[config.mk]
export PLATFORM = sky130hd
export DESIGN_NAME = gamma_pingpong_lut
export DESIGN_NICKNAME = d
export VERILOG_FILES = /design/src/rtl/glut_pkg.sv /design/src/rtl/glut_bank.sv /design/src/rtl/glut_loader.sv /design/src/rtl/glut_interp.sv /design/src/rtl/gamma_pingpong_lut.sv
export SDC_FILE = /design/constraint.sdc
export NUM_CORES = 2
export LEC_CHECK = 0
export BUFFER_PORTS_ARGS = -buffer_cell sky130_fd_sc_hd__buf_2
export CAP_MARGIN = 20
export CORE_MARGIN = 2
export CORE_UTILIZATION = 25
export DETAILED_ROUTE_END_ITERATION = 8
export GPL_TIMING_DRIVEN = 0
export MAX_ROUTING_LAYER = met4
export PLACE_DENSITY_LB_ADDON = 0.1
export SYNTH_ARGS = -nofsm -noshare
export SYNTH_HDL_FRONTEND = slang
export SYNTH_SLANG_ARGS = --single-unit
[constraint.sdc]
create_clock -name clk -period 11.3 [get_ports clk]
set_input_delay 3.39 -clock clk [delete_from_list [all_inputs] [get_ports clk]]
set_output_delay 3.39 -clock clk [all_outputs]
set_load 0.05 [all_outputs]
[src/rtl/glut_pkg.sv]
package glut_pkg;
  localparam logic [1:0] GM_BYPASS = 2'd0;
  localparam logic [1:0] GM_RAM_A  = 2'd1;
  localparam logic [1:0] GM_RAM_B  = 2'd2;

  // the unused code folds to bypass
  function automatic logic [1:0] gm_norm(input logic [1:0] m);
    return (m == 2'd3) ? GM_BYPASS : m;
  endfunction
endpackage

[src/rtl/glut_bank.sv]
// One curve store for one component: base and slope memories with a
// registered read, written one word at a time.
module glut_bank #(
  parameter int PT_W  = 4,
  parameter int VAL_W = 10
) (
  input  logic             clk,
  input  logic             we_base,
  input  logic             we_dlt,
  input  logic [PT_W-1:0]  waddr,
  input  logic [VAL_W-1:0] wdata,
  input  logic [PT_W-1:0]  raddr,
  output logic [VAL_W-1:0] rbase,
  output logic [VAL_W-1:0] rdlt
);
  localparam int DEPTH = 1 << PT_W;

  logic [VAL_W-1:0] base_mem [DEPTH];
  logic [VAL_W-1:0] dlt_mem  [DEPTH];

  always_ff @(posedge clk) begin
    if (we_base) base_mem[waddr] <= wdata;
    rbase <= base_mem[raddr];
  end

  always_ff @(posedge clk) begin
    if (we_dlt) dlt_mem[waddr] <= wdata;
    rdlt <= dlt_mem[raddr];
  end
endmodule

[src/rtl/glut_loader.sv]
// Sequences host words into the idle store and flags writes at the busy one.
module glut_loader #(
  parameter int PT_W = 4,
  parameter int NPTS = 16
) (
  input  logic            clk,
  input  logic            rst,
  input  logic            pwr_en,
  input  logic            wr_valid,
  input  logic            ram_sel,
  input  logic [2:0]      chan_mask,
  input  logic            idx_clr,
  input  logic [1:0]      active_mode,
  output logic [5:0]      we_base,
  output logic [5:0]      we_dlt,
  output logic [PT_W-1:0] waddr,
  output logic            err
);
  import glut_pkg::*;

  logic [2:0]    phase;
  logic [PT_W:0] idx;
  logic          attempt, hit, room, accept, is_dlt;
  logic [1:0]    chan;

  assign attempt = wr_valid && pwr_en && !idx_clr;
  assign hit     = (active_mode == GM_RAM_A && !ram_sel) ||
                   (active_mode == GM_RAM_B &&  ram_sel);
  assign room    = idx < (PT_W+1)'(NPTS);
  assign accept  = attempt && !hit && room;
  assign is_dlt  = phase >= 3'd3;
  assign chan    = is_dlt ? 2'(phase - 3'd3) : phase[1:0];
  assign waddr   = idx[PT_W-1:0];

  always_comb begin
    for (int r = 0; r < 2; r++) begin
      for (int c = 0; c < 3; c++) begin
        we_base[r*3+c] = accept && (ram_sel == r[0]) && !is_dlt &&
                         (chan == c[1:0]) && chan_mask[c];
        we_dlt[r*3+c]  = accept && (ram_sel == r[0]) &&  is_dlt &&
                         (chan == c[1:0]) && chan_mask[c];
      end
    end
  end

  always_ff @(posedge clk) begin
    if (rst) begin
      phase <= '0;
      idx   <= '0;
      err   <= 1'b0;
    end else begin
      if (idx_clr) begin
        phase <= '0;
        idx   <= '0;
      end else if (accept) begin
        if (phase == 3'd5) begin
          phase <= '0;
          idx   <= idx + 1'b1;
        end else begin
          phase <= phase + 1'b1;
        end
      end
      if (attempt && hit) err <= 1'b1;
    end
  end
endmodule

[src/rtl/glut_interp.sv]
// One component: base plus scaled slope, saturated, or pass-through.
module glut_interp #(
  parameter int PIX_W = 10,
  parameter int PT_W  = 4
) (
  input  logic             clk,
  input  logic             byp,
  input  logic [PIX_W-1:0] pix,
  input  logic [PIX_W-1:0] base,
  input  logic [PIX_W-1:0] dlt,
  output logic [PIX_W-1:0] q
);
  localparam int FR_W = PIX_W - PT_W;

  logic [PIX_W+FR_W-1:0] prod;
  logic [PIX_W-1:0]      inc;
  logic [PIX_W:0]        sum;

  assign prod = {{FR_W{1'b0}}, dlt} * {{PIX_W{1'b0}}, pix[FR_W-1:0]};
  assign inc  = prod[PIX_W+FR_W-1:FR_W];
  assign sum  = {1'b0, base} + {1'b0, inc};

  always_ff @(posedge clk) begin
    if (byp)               q <= pix;
    else if (sum[PIX_W])   q <= '1;
    else                   q <= sum[PIX_W-1:0];
  end
endmodule

[src/rtl/gamma_pingpong_lut.sv]
module gamma_pingpong_lut #(
  parameter int PIX_W = 10,
  parameter int PT_W  = 4
) (
  input  logic                  clk,
  input  logic                  rst,
  input  logic                  lut_pwr_en,
  input  logic                  wr_ram_sel,
  input  logic [2:0]            wr_chan_mask,
  input  logic                  idx_clr,
  input  logic                  wr_valid,
  input  logic [PIX_W-1:0]      wr_data,
  input  logic                  mode_wr,
  input  logic [1:0]            mode_val,
  input  logic                  frame_start,
  input  logic                  pix_valid,
  input  logic [2:0][PIX_W-1:0] pix_in,
  output logic                  out_valid,
  output logic [2:0][PIX_W-1:0] out_pix,
  output logic [1:0]            cfg_status,
  output logic                  wr_err
);
  import glut_pkg::*;

  localparam int FR_W = PIX_W - PT_W;
  localparam int NPTS = 1 << PT_W;

  logic [1:0] active_q, pend_q, mode_next;
  logic       v0, byp0, bsel0;
  logic [2:0][PIX_W-1:0] pix0;
  logic [5:0] we_base, we_dlt;
  logic [PT_W-1:0] waddr;
  logic [PIX_W-1:0] rbase [2][3];
  logic [PIX_W-1:0] rdlt  [2][3];

  // pending mode takes over on the frame-start cycle itself
  assign mode_next = frame_start ? pend_q : active_q;

  always_ff @(posedge clk) begin
    if (rst) begin
      active_q <= GM_BYPASS;
      pend_q   <= GM_BYPASS;
    end else begin
      if (mode_wr)     pend_q   <= gm_norm(mode_val);
      if (frame_start) active_q <= pend_q;
    end
  end

  assign cfg_status = active_q;

  glut_loader #(.PT_W(PT_W), .NPTS(NPTS)) loader_i (
    .clk(clk), .rst(rst), .pwr_en(lut_pwr_en), .wr_valid(wr_valid),
    .ram_sel(wr_ram_sel), .chan_mask(wr_chan_mask), .idx_clr(idx_clr),
    .active_mode(active_q), .we_base(we_base), .we_dlt(we_dlt),
    .waddr(waddr), .err(wr_err)
  );

  for (genvar r = 0; r < 2; r++) begin : g_ram
    for (genvar c = 0; c < 3; c++) begin : g_chan
      glut_bank #(.PT_W(PT_W), .VAL_W(PIX_W)) bank_i (
        .clk(clk), .we_base(we_base[r*3+c]), .we_dlt(we_dlt[r*3+c]),
        .waddr(waddr), .wdata(wr_data),
        .raddr(pix_in[c][PIX_W-1:FR_W]),
        .rbase(rbase[r][c]), .rdlt(rdlt[r][c])
      );
    end
  end

  // stage 0: store read is in flight, control rides alongside
  always_ff @(posedge clk) begin
    if (rst) v0 <= 1'b0;
    else     v0 <= pix_valid;
    pix0  <= pix_in;
    byp0  <= !lut_pwr_en || (mode_next == GM_BYPASS);
    bsel0 <= (mode_next == GM_RAM_B);
  end

  // stage 1: arithmetic and output register
  for (genvar c = 0; c < 3; c++) begin : g_out
    logic [PIX_W-1:0] sel_base, sel_dlt;
    assign sel_base = bsel0 ? rbase[1][c] : rbase[0][c];
    assign sel_dlt  = bsel0 ? rdlt[1][c]  : rdlt[0][c];
    glut_interp #(.PIX_W(PIX_W), .PT_W(PT_W)) interp_i (
      .clk(clk), .byp(byp0), .pix(pix0[c]),
      .base(sel_base), .dlt(sel_dlt), .q(out_pix[c])
    );
  end

  always_ff @(posedge clk) begin
    if (rst) out_valid <= 1'b0;
    else     out_valid <= v0;
  end
endmodule

; Word-level counts from Yosys, hierarchy flattened
; Memory sizes are Yosys's and may differ from the RTL's. A register that Yosys moved wholly into a read port is not among the register bits.
; Index checks and enable logic that the tools add are counted.
[totals]
word_cells = 134
output_inout_bits = 34
n_memories = 12
in_bits = 54
register_bits = 77
ram_bits = 1920
[op_classes]
addsub = 6
order_cmp = 2
n_reduce_logical = 48
n_eq_ne = 7
muxes = 40
n_mul = 3
bitwise = 1
[memory_table]
columns = name, depth, width, rd, rd_ports_with_merged_regs, wr, line
row1 = g_ram[0].g_chan[0].bank_i.base_mem, 16, 10, 1, 1, 1, glut_bank.sv:18  ; logic [VAL_W-1:0] base_mem [DEPTH];
row2 = g_ram[0].g_chan[0].bank_i.dlt_mem, 16, 10, 1, 1, 1, glut_bank.sv:19  ; logic [VAL_W-1:0] dlt_mem [DEPTH];
row3 = g_ram[0].g_chan[1].bank_i.base_mem, 16, 10, 1, 1, 1, glut_bank.sv:18
row4 = g_ram[0].g_chan[1].bank_i.dlt_mem, 16, 10, 1, 1, 1, glut_bank.sv:19
row5 = g_ram[0].g_chan[2].bank_i.base_mem, 16, 10, 1, 1, 1, glut_bank.sv:18
row6 = g_ram[0].g_chan[2].bank_i.dlt_mem, 16, 10, 1, 1, 1, glut_bank.sv:19
row7 = 6 more memories, -, -, -, -, -, -
[op_table]
columns = operator, n
row1 = 10-bit 2-to-1 mux, 12
row2 = 10-bit by 6-bit multiplier with 16-bit output, 3
row3 = 1-bit logical AND, 37
row4 = 10-bit by 10-bit adder with 11-bit output, 3
row5 = 1-bit 2-to-1 mux, 24
row6 = 2-bit equality test (second input constant), 4
row7 = 2-bit 2-to-1 mux, 3
row8 = 5-bit by 1-bit adder with 5-bit output (second input constant), 1
row9 = 1-bit logical NOT, 5
row10 = 5-bit less-than comparator (second input constant), 1
row11 = 2-bit by 1-bit equality test with 1-bit output (second input constant), 2
row12 = 2-bit logical NOT, 2
row13 = 3-bit by 1-bit adder with 3-bit output (second input constant), 1
row14 = 3-bit equality test (second input constant), 1
row15 = 3-bit by 2-bit >= comparator with 1-bit output (second input constant), 1
row16 = 3-bit 2-to-1 mux, 1
row17 = 1-bit logical OR, 2
row18 = 2-bit AND reduction, 1
row19 = 2-bit OR reduction, 1
row20 = 2-bit subtractor (second input constant), 1
row21 = 1-bit NOT, 1

; Longest topological paths before layout
[depth]
ltp_word = 12
ltp_mapped = 24
ltp_nobuf = 21

; By module
; From an unflattened synthesis, not the netlist that was laid out.
[hier_totals]
hier_cells = 4459
hier_area_um2 = 86080.1
[modules_own_cells]
columns = module, area_each_um2, instances, cells_per_inst, seq_area_each_um2
row1 = glut_bank (g_ram[0].g_chan[1].bank_i ...), 12632.1, 5, 557, 10009.6
row2 = glut_bank (g_ram[0].g_chan[0].bank_i), 12630.9, 1, 558, 10009.6
row3 = glut_interp (g_out[0].interp_i ...), 2613.8, 2, 310, 200.2
row4 = glut_interp (g_out[2].interp_i), 2494.9, 1, 286, 200.2
row5 = gamma_pingpong_lut, 1905.6, 1, 122, 760.7
row6 = glut_loader, 660.6, 1, 88, 180.2

; Worst setup path after synthesis
; OpenSTA, ideal clock, no wires.
[synth_timing]
kind = register to register
start = register bsel0
end = register g_out[1].interp_i.q[2]
t_arrival_ps = 6069
required_time_ps = 11167
path_stages_with_launch = 24
setup_time_ps = 133
path_slack_ps = 5098
path_buffers = 3
period_less_slack_ps = 6202
path_cell_list = dfxtp_1 > buf_6 > clkbuf_1 > buf_2 > mux2i_1 > nor2_1 > fa_1 > inv_1 > fa_1 > fa_1 > inv_1 > ha_1 > nor2b_1 > nand4_1 > o31ai_1 > xor2_1 > ha_1 > fa_1 > a21oi_1 > o22ai_1 > o41ai_1 > o21ba_2 > o21ai_1 > a2bb2oi_1
[synth_between]
elab_chain_cells = 5
word_cells_on_any_way = 6
cone_classes = 1 x add/sub / 1 x mul / 4 x mux
[synth_rtl]
columns = item, line
row1 = start: declaration, gamma_pingpong_lut.sv:29  ; logic v0, byp0, bsel0;
row2 = start signal: assignment, gamma_pingpong_lut.sv:75  ; bsel0 <= (mode_next == GM_RAM_B);
row3 = 10-bit 2-to-1 mux, gamma_pingpong_lut.sv:82  ; assign sel_dlt = bsel0 ? rdlt[1][c] : rdlt[0][c];
row4 = 10-bit by 6-bit multiplier with 16-bit output, glut_interp.sv:19  ; assign prod = {{FR_W{1'b0}}, dlt} * {{PIX_W{1'b0}}, pix[FR_W-1:0]};
row5 = 10-bit by 10-bit adder with 11-bit output (*), glut_interp.sv:21  ; assign sum = {1'b0, base} + {1'b0, inc};
row6 = 10-bit 2-to-1 mux (*), glut_interp.sv:25  ; else if (sum[PIX_W]) q <= '1;
row7 = 10-bit 2-to-1 mux (*), glut_interp.sv:24  ; if (byp) q <= pix;
row8 = end signal: assignment, glut_interp.sv:24
row9 = end signal: assignment, glut_interp.sv:26  ; else q <= sum[PIX_W-1:0];
row10 = end: declaration, glut_interp.sv:11  ; output logic [PIX_W-1:0] q
; Every way passes the cells marked *; elsewhere a longest branch is shown, timed or not.
; A chain may end at the register's enable or synchronous reset.

; Worst setup path after layout
[layout_timing]
start = register bsel0
end = register g_out[0].interp_i.q[7]
[layout_between]
elab_chain_cells = 5
word_cells_on_any_way = 6
cone_classes = 1 x add/sub / 1 x mul / 4 x mux
[layout_rtl]
columns = item, line
row1 = 10-bit 2-to-1 mux, gamma_pingpong_lut.sv:82
row2 = 10-bit by 6-bit multiplier with 16-bit output, glut_interp.sv:19
row3 = 10-bit by 10-bit adder with 11-bit output (*), glut_interp.sv:21
row4 = 10-bit 2-to-1 mux (*), glut_interp.sv:25
row5 = 10-bit 2-to-1 mux (*), glut_interp.sv:24
row6 = end signal: assignment, glut_interp.sv:24
row7 = end signal: assignment, glut_interp.sv:26
row8 = end: declaration, glut_interp.sv:11
; Marks and branches as above.

==> metrics.md <==
| Metric | Value |
|---|---|
| Clock net sink count | approximately 2100 |
| Clock Latency Late Sink | 0.90 ns |
| DRT Wirelength | 260 mm |
| Avg Inst Size Synth | 20.8 um2 |
| Pin count of the biggest net entering global routing | approximately 130 |
| Ports | 88 |
| Vias in the first global route | 42500 |
| Share of cells above drive strength 1 | 0.280 |
| Die width | 584 um |
| Max-slew headroom | 0.242 |
| Initial DRC Count | between 3000 and 4000 |
| Pwr dens | 193 nW/um2 |
| Synth Instances | 4043 |
| Synth area leaders | edfxtp_1, mux4_2, dfxtp_1 |
| Endpoints failing setup | 0 |
| Setup Skew | about 0.094 ns |
| Placed Area | 92300 um2 |
| CTS Hold Buffers Added | 0 |
| Status | finished clean |
| R2r worst-path depth | 24 |
| Syn Nets | between 4000 and 5000 |
| Cell taking the most area after synthesis | edfxtp_1 |
| # H-tree levels | 4 |
| Clock tree from TritonCTS | yes |
| Register-to-register setup slack | 3.02 ns |
| Vias per cell | 4.44 |
| # Post-CTS Setup Buffers | 0 |
| Drt pass-1 iters | 5 |
| Design area | between 100000 and 150000 um2 |
| Hold crit path type | reg2reg |
| Post-synthesis async set-or-reset flop share | 0 |
| Area Growth Syn to Fin | 19.2% |
| Cell variety after synth | 63 |
| WHS Path Cells | 2 |
| Die height | ~580 um |
| Final hold vios | 0 |
| Fin. max-slew vios | 0 |
| ANT nets after route | 0 |
| Max_cap viols | 0 |
| Mean routed wirelength per cell | about 28 um |
| Most common cell in the netlist | edfxtp_1 |
| Worst-Margin Slew | 1.11 ns |
| Total gr overflow | 0 |
| Arrival time at the worst endpoint | 8.97 ns |
| Post_cts resized | 0 |
| RSZ-0062 raised after global routing | false |
| Number of I/O port buffers | between 80 and 90 |
| Initial antenna violation count | 22 |
| CTS Buffer Depth | 4 |
| Gpl congestion | between 0.7 and 0.8 |
| Max Freq | 121 MHz |
| CTS clk-pin slew, worst paths | roughly 0.060 ns |
| Crit path max fanout | 11 |
| Die footprint | about 340000 um2 |
| Initial Util | 0.252 |
| Total design power | between 15 and 20 mW |
| First-pass GRT wire length | 359 mm |
| Top post-synthesis cells by count | edfxtp_1, mux4_2, nor2_1 |
| Post-synth EDFFs | 1920 |
| Post-synthesis sequential area ratio | 0.733 |
| Fin nets | 4817 |
| Top cell type's share of synthesized area | 0.686 |
| Post-Syn Area | 84100 um2 |
| DRC | 0 |
| Setup TNS | 0 ns |
| Total Routing Usage GR | 0.156 |
| Placement Rows | about 210 |
| Fill count | 32300 |
| Core Area | 334000 um2 |
| Total CTS buffers | 239 |
| Yosys reg bits | roughly 2100 |
| Critical path class | reg2reg |
| Worst hold slack | 0.448 ns |
| Reg area | roughly 62000 um2 |
| Area of the multi-input gates | between 20000 and 25000 um2 |
| Fin crit period | ~8.3 ns |
| Dpl hpwl | 177 mm |
| Final worst path period share | 0.732 |
| Root Driver | clkbuf_16 |
| Lkg Pwr | 32.3 nW |
| Syn. warnings | 0 |
| Element type at the critical path end | flop |
| Main synth FF type | edfxtp_1 |
| Via count | about 41000 |
| CP required | 11.99 ns |
| Critical Path Source Type | flop |
| Final design utilization | 0.300 |
| VDD IR max | 139 uV |
kinds of logic after synthesis:
| group | after synthesis | share of synthesized area |
|---|---|---|
| compound gates | 141 | 0.0116 |
| buf+inv | 313 | 0.0147 |
| flops | 2117 | 0.733 |
| fa+ha+maj | 199 | 0.0385 |
| mux | 670 | 0.170 |
| simple gates | 555 | 0.0277 |
| xor+xnor | 48 | 0.00500 |
through the flow:
step,std cells,worst slack [ns]
2_1_floorplan,4043,5.10
3_3_place_gp,8516,1.46
3_5_place_dp,8679,2.90
4_1_cts,9123,2.86
5_1_grt,9157,2.52
6_report,9163,3.02
power breakdown:
group          internal, mW  switching [mW]  leakage (nW)
Combinational          1.31            1.81          9.76
Clock                  4.37            3.18          3.67
Sequential             8.62          0.0468          18.9
Total                  14.3            5.04          32.3
metal layers:
layer,vias to the layer above,share of wire,GRT usage
met4,0,0.022,0.0355
met3,315,0.042,0.0209
met1,22100,0.44,0.205
met2,856,0.49,0.258
met5,-,0,-
li1,17400,-,-
sequential cells by signal (all words and copies together), names as in the netlist:
signal,count
bsel0,1
byp0,1
cfg_status,2
g_out.interp_i.q,30
g_ram.g_chan.bank_i.base_mem,960
g_ram.g_chan.bank_i.dlt_mem,960
g_ram.g_chan.bank_i.rbase,60
g_ram.g_chan.bank_i.rdlt,60
loader_i.err,1
loader_i.idx,5
loader_i.phase,3
out_valid,1
pend_q,2
pix0,30
v0,1
cell usage in the layout, fill, tap and decap left out, drive strengths merged, types with 36 or more instances in the layout:
cell    instances
a21oi          40
buf           348
clkbuf        440
clkinv         98
dfxtp         197
edfxtp       1920
fa             99
ha            100
inv           127
mux2i          36
mux4          600
nand2          63
nor2          394
worst max-delay path: stages, from the launching register on:
cell,delay (ns)
dfxtp_1,0.34
buf_6,0.25
clkbuf_2,0.42
buf_12,0.22
buf_2,0.71
mux2i_1,0.72
nor2_1,0.12
fa_1,0.49
fa_1,0.55
inv_1,0.05
fa_1,0.47
inv_1,0.04
ha_1,0.31
a21oi_1,0.16
o21ai_0,0.10
a31o_1,0.28
a21oi_1,0.26
o21bai_1,0.11
xor2_1,0.17
ha_1,0.36
nand2_1,0.08
o211ai_1,0.22
a31oi_1,0.17
o211ai_1,0.66
a2bb2oi_1,0.67
path summary, 6_finish.rpt:
path,startpoint,to
min,pix0[27],g_out[2].interp_i.q[7]
max reg2reg,bsel0,g_out[0].interp_i.q[7]
min reg2reg,pix0[27],g_out[2].interp_i.q[7]
max,bsel0,g_out[0].interp_i.q[7]
cell type report:
class / count / area share
clock buffer: 328 / 0.0654
tap: 4387 / 0.0548
antenna: 9 / 0.000225
clock inverter: 116 / 0.00967
inverter: 133 / 0.00498
timing repair buffer: 280 / 0.0300
sequential: 2117 / 0.615
multi-input combinational: 1613 / 0.212
buffer: 180 / 0.00768
Note: power is estimated with default switching activity, not from simulation.
